--- src/rtl/txevt_pkg.sv ---
package txevt_pkg;
  localparam int unsigned POP_BIT  = 7;
  localparam int unsigned FILL_LSB = 8;

  typedef enum logic [1:0] {
    LV_HOLD = 2'd0,
    LV_INC  = 2'd1,
    LV_DEC  = 2'd2
  } lvl_op_e;
endpackage

--- src/rtl/txevt_ptr.sv ---
module txevt_ptr #(
  parameter int unsigned DEPTH = 32,
  localparam int unsigned IDX_W = $clog2(DEPTH)
) (
  input  logic             clk,
  input  logic             rst_n,
  input  logic             clr,
  input  logic             adv,
  output logic [IDX_W-1:0] idx
);
  localparam logic [IDX_W-1:0] LAST = IDX_W'(DEPTH - 1);

  logic [IDX_W-1:0] idx_q;

  always_ff @(posedge clk or negedge rst_n) begin
    if (!rst_n)
      idx_q <= '0;
    else if (clr)
      idx_q <= '0;
    else if (adv)
      idx_q <= (idx_q == LAST) ? '0 : idx_q + 1'b1;
  end

  assign idx = idx_q;
endmodule

--- src/rtl/txevt_level.sv ---
module txevt_level
  import txevt_pkg::*;
#(
  parameter int unsigned DEPTH = 32,
  localparam int unsigned LVL_W = $clog2(DEPTH + 1)
) (
  input  logic             clk,
  input  logic             rst_n,
  input  logic             clr,
  input  logic             push,
  input  logic             pop,
  output logic [LVL_W-1:0] level,
  output logic             full,
  output logic             empty
);
  localparam logic [LVL_W-1:0] TOP = LVL_W'(DEPTH);

  logic [LVL_W-1:0] lvl_q;
  lvl_op_e          op;

  always_comb begin
    unique case ({push, pop})
      2'b10:   op = LV_INC;
      2'b01:   op = LV_DEC;
      default: op = LV_HOLD;
    endcase
  end

  always_ff @(posedge clk or negedge rst_n) begin
    if (!rst_n)
      lvl_q <= '0;
    else if (clr)
      lvl_q <= '0;
    else begin
      unique case (op)
        LV_INC:  lvl_q <= lvl_q + 1'b1;
        LV_DEC:  lvl_q <= lvl_q - 1'b1;
        default: lvl_q <= lvl_q;
      endcase
    end
  end

  assign level = lvl_q;
  assign full  = (lvl_q == TOP);
  assign empty = (lvl_q == '0);
endmodule

--- src/rtl/txevt_status.sv ---
module txevt_status
  import txevt_pkg::*;
#(
  parameter int unsigned IDX_W  = 5,
  parameter int unsigned LVL_W  = 6,
  parameter int unsigned ADDR_W = 16,
  parameter logic [ADDR_W-1:0] BASE = 16'h2000,
  parameter int unsigned STRIDE = 8
) (
  input  logic [IDX_W-1:0]  rd_idx,
  input  logic [LVL_W-1:0]  level,
  output logic [31:0]       status_word,
  output logic [ADDR_W-1:0] entry_addr
);
  localparam int unsigned SHIFT = $clog2(STRIDE);

  always_comb begin
    status_word = '0;
    status_word[FILL_LSB +: LVL_W] = level;
    status_word[IDX_W-1:0]         = rd_idx;
  end

  generate
    if ((1 << SHIFT) == STRIDE) begin : g_pow2
      assign entry_addr = BASE + (ADDR_W'(rd_idx) << SHIFT);
    end else begin : g_mul
      assign entry_addr = BASE + ADDR_W'(rd_idx) * ADDR_W'(STRIDE);
    end
  endgenerate
endmodule

--- src/rtl/txevt_idx_tracker.sv ---
module txevt_idx_tracker
  import txevt_pkg::*;
#(
  parameter int unsigned DEPTH  = 32,
  parameter int unsigned ADDR_W = 16,
  parameter logic [ADDR_W-1:0] BASE = 16'h2000,
  parameter int unsigned STRIDE = 8,
  localparam int unsigned IDX_W = $clog2(DEPTH),
  localparam int unsigned LVL_W = $clog2(DEPTH + 1)
) (
  input  logic              clk,
  input  logic              rst_n,
  input  logic              soft_rst,
  input  logic              ctrl_en,
  input  logic              evt_valid,
  output logic              evt_ready,
  input  logic              reg_wr,
  input  logic [31:0]       reg_wdata,
  output logic [31:0]       status_word,
  output logic [IDX_W-1:0]  rd_idx,
  output logic [IDX_W-1:0]  wr_idx,
  output logic [ADDR_W-1:0] entry_addr,
  output logic              full,
  output logic              overflow
);
  logic             pop_req, pop_go, push_go, drop;
  logic             empty;
  logic [LVL_W-1:0] level;
  logic             ovf_q;

  assign pop_req   = reg_wr & reg_wdata[POP_BIT];
  assign pop_go    = pop_req & ~empty;
  assign evt_ready = ctrl_en & (~full | pop_go);
  assign push_go   = evt_valid & evt_ready;
  assign drop      = ctrl_en & evt_valid & ~evt_ready;

  txevt_ptr #(.DEPTH(DEPTH)) u_rd (
    .clk(clk), .rst_n(rst_n), .clr(soft_rst), .adv(pop_go), .idx(rd_idx)
  );

  txevt_ptr #(.DEPTH(DEPTH)) u_wr (
    .clk(clk), .rst_n(rst_n), .clr(soft_rst), .adv(push_go), .idx(wr_idx)
  );

  txevt_level #(.DEPTH(DEPTH)) u_lvl (
    .clk(clk), .rst_n(rst_n), .clr(soft_rst),
    .push(push_go), .pop(pop_go),
    .level(level), .full(full), .empty(empty)
  );

  txevt_status #(
    .IDX_W(IDX_W), .LVL_W(LVL_W), .ADDR_W(ADDR_W), .BASE(BASE), .STRIDE(STRIDE)
  ) u_stat (
    .rd_idx(rd_idx), .level(level),
    .status_word(status_word), .entry_addr(entry_addr)
  );

  always_ff @(posedge clk or negedge rst_n) begin
    if (!rst_n)
      ovf_q <= 1'b0;
    else if (soft_rst)
      ovf_q <= 1'b0;
    else if (drop)
      ovf_q <= 1'b1;
  end

  assign overflow = ovf_q;
endmodule

--- config.mk ---
export PLATFORM = sky130hd
export DESIGN_NAME = txevt_idx_tracker
export DESIGN_NICKNAME = d
export VERILOG_FILES = /design/src/rtl/txevt_pkg.sv /design/src/rtl/txevt_ptr.sv /design/src/rtl/txevt_level.sv /design/src/rtl/txevt_status.sv /design/src/rtl/txevt_idx_tracker.sv
export SDC_FILE = /design/constraint.sdc
export NUM_CORES = 1
export LEC_CHECK = 0
export CAP_MARGIN = 40
export CORE_MARGIN = 1.5
export CORE_UTILIZATION = 25
export DETAILED_ROUTE_END_ITERATION = 16
export SLEW_MARGIN = 10
export SYNTH_ARGS = -nofsm -noshare
export SYNTH_HDL_FRONTEND = slang
export SYNTH_SLANG_ARGS = --single-unit
export TNS_END_PERCENT = 10
--- constraint.sdc ---
create_clock -name clk -period 6.1 [get_ports clk]
set_input_delay 0.61 -clock clk [delete_from_list [all_inputs] [get_ports clk]]
set_output_delay 0.61 -clock clk [all_outputs]
set_load 0.01 [all_outputs]
==> impl_results.md <==
* Width of the die at 78.64 µm
* Finished Cell Area at around 1700 µm²
* Area growth syn-to-layout at 19.07%
* Boundary Pins at slightly below 100
* Placed Cells at between 200 and 250
* Netlist cell types at 37
* Yosys top cell by area: dfrtp_1
* Share of cells above drive strength 1 at between 7 and 8%
* DRT iter0 DRCs at 43
* Post-CTS sizing at 0
* Mapped Avg Cell Area at 9.109 µm²
* Worst R2R End: u_lvl.level[4]
* Post-synthesis sequential area ratio at between 20 and 30%
* Initial Util at 25.97%
* Hold path startpoint: overflow
* Crit Path Max Fanout at 9
* EDFF count, synth at 0
* TritonCTS clock tree: yes
* Pwr per Cell Area at 287.8 nW/µm²
* Final period util at between 50% and 60%
* Most frequent cell after synthesis: buf_4
* Synth async-reset ratio at 100.0%
* WHS Endpoint: overflow
* Total Negative Setup Slacks at 0 ns
* Nets@finish at ~230
* Mapped cell area at approximately 1400 µm²
* Post-Route WL at about 2700 µm
* Clock skew at around 0.0019 ns
* Hold Vio Cnt, Final at 0
* Worst EP required at around 6.2 ns
* Pleak at a little under 0.8 nW
* Post-synth top area share at around 30%
* Placed Area at around 1700 µm²
* Max Cap Violations at 0
* Crit path DAT at 3.25 ns
* Pre-CTS setup slack at 2.876 ns
* Num CTS Buffers at 3
* Number of global-route vias before repair at a little under 1,000
* Nature of the critical path endpoint: register
* Tot GR Track Use at ~9%
* Clock tree buffer depth at 2
* Vias at ~1,100
* First-pass DRT Iterations at 4
* IO buf count at 35
* Yosys warns at 0
* Synth area leaders: dfrtp_1 (30%), buf_4 (22%), ha_1 (7.0%), nor2_1 (4.5%), mux2_4 (4.2%)
* # diodes at 0
* Fmax at ~0.32 GHz
* Htree depth at 1
* Synth Instances at around 160
* Top post-synthesis cells by count: buf_4 (42), dfrtp_1 (17), nor2_1 (17)
* Crit Reg-Reg Startpoint: u_lvl.level[0]
* R2r worst-path depth at 9
* Total congestion overflow at 0
* Routability cong. at 0.7642
* Post-route ant nets at 0
* Hold path cells at 2
* Run status: complete, no violations
* Slew Limit Fails at 0
* Die Area at 6183 µm²
* Final min period at 3.109 ns
* Std-Cell Rows at 27
* Clk slew on worst S/H paths at about 0.070 ns
* Clock sink count at 17
* Worst ir drop on vdd at between 0.0001 and 0.00015 V
* Initial antenna violation count at 0
* Final WS setup at roughly 3 ns
* Core area at ~5500 µm²
* Startpoint types: register
* Slew margin rel. at between 40% and 50%
* Drt drc at 0
* Post-CTS setup buffer count at 0
* Clock latency on the worst-skew pair at between 0.2 and 0.3 ns
* RSZ-0062 raised after global routing: no
* Tightest Pin Transition at ~0.78 ns
* First-pass GRT wire length at between 4000 and 5000 µm
* Drt wl/cell at 10.86 µm
* Synth Flop Type: dfrtp_1
* WS Path Type: reg -> reg
* Hold crit path type: reg -> reg
* Final setup viols at 0
* Detailed placement HPWL at 2079 µm
* Die height at a little under 80 µm
* R2R setup slack at around 3.0 ns
* Root Buffer: clkbuf_8
* Hold-fix buffers, CTS at 0
* Post-synthesis register bit count at 17
* Vias/cell at between 4 and 5
* Largest net degree at the start of global routing at 19
* Fin cells at 253
layout by cell type (no fill, tap or decap), types with 2 or more instances in the layout:
cell and count:
nand2_1 3, ha_1 8, a211oi_1 2, nor2_1 17
a21oi_1 8, a21o_1 3, clkbuf_8 3, and3_1 3
dfrtp_1 17, mux2i_1 5, inv_1 2, conb_1 32
nor4_1 2, clkdlybuf4s50_1 35, nor3_1 8, o21ai_0 7
nand3_1 2, mux2_4 4
per-layer routing:
metal | share of wire, % | global-route usage (%) | up-vias
li1 | - | - | 525
met1 | 49 | 12.17 | 503
met2 | 45 | 14.31 | 38
met3 | 4.6 | 1.395 | 5
met4 | 1.8 | 4.286 | 0
met5 | 0 | 0 | -
final cells by class:
cell class	count	area (µm²)
clock buffer	3	41.29
clock inverter	1	5.005
fill	583	3804
inverter	2	7.507
multi-input combinational	123	783.3
sequential	17	425.4
tap	72	90.09
timing repair buffer	35	350.3
where the power goes:
group          internal (mW)  switching (mW)
clock network         0.0454          0.0411
registers              0.131          0.0379
logic                  0.123           0.111
worst max-delay path by stage:
stage                              start             end  cells past startpoint
after detailed placement          reg_wr  u_lvl.level[4]                     10
after CTS                 u_lvl.level[0]  u_lvl.level[4]                      9
after global placement            reg_wr  u_lvl.level[5]                     10
final                     u_lvl.level[0]  u_lvl.level[4]                      9
after global routing      u_lvl.level[0]  u_lvl.level[4]                      9
after floorplan           u_lvl.level[0]  u_lvl.level[4]                      9
worst max-delay path, cell delays in order (launching register included):
cell and delay [ns]:
dfrtp_1 0.49, or4_4 0.62, o31ai_4 0.41, a21oi_2 0.18
fa_1 0.44, a21o_1 0.20, a21oi_1 0.18, xor2_1 0.16
nor2_1 0.05, mux2_4 0.27
stage by stage:
| step | power [mW] | hold WS (ns) | utilization (%) |
|---|---|---|---|
| after detailed placement | 0.4061 | 0.5127 | 30.08 |
| after floorplan | 0.3406 | 0.3144 | - |
| final | 0.4900 | 0.5289 | 30.92 |
| after global placement | 0.4004 | 0.4974 | 30.08 |
| after global routing | 0.5271 | 0.5616 | 30.92 |
| after CTS | 0.4939 | 0.5309 | 30.92 |
registers in the layout (all words and copies together), names as in the netlist:
register / flops
u_lvl.level: 6
overflow: 1
u_wr.idx: 5
u_rd.idx: 5
kinds of logic (layout without fill, tap and decap cells):
group | Yosys count | after routing | synth area share [%]
buf+inv | 47 | 41 | 23.36
simple gates | 43 | 43 | 15.84
compound gates | 28 | 28 | 13.21
flops | 17 | 17 | 29.75
fa+ha+maj | 9 | 9 | 8.399
mux | 9 | 9 | 7.699
other cells | 2 | 32 | 0.5251
xor+xnor | 2 | 2 | 1.225
(Power assumes the default switching activity.)
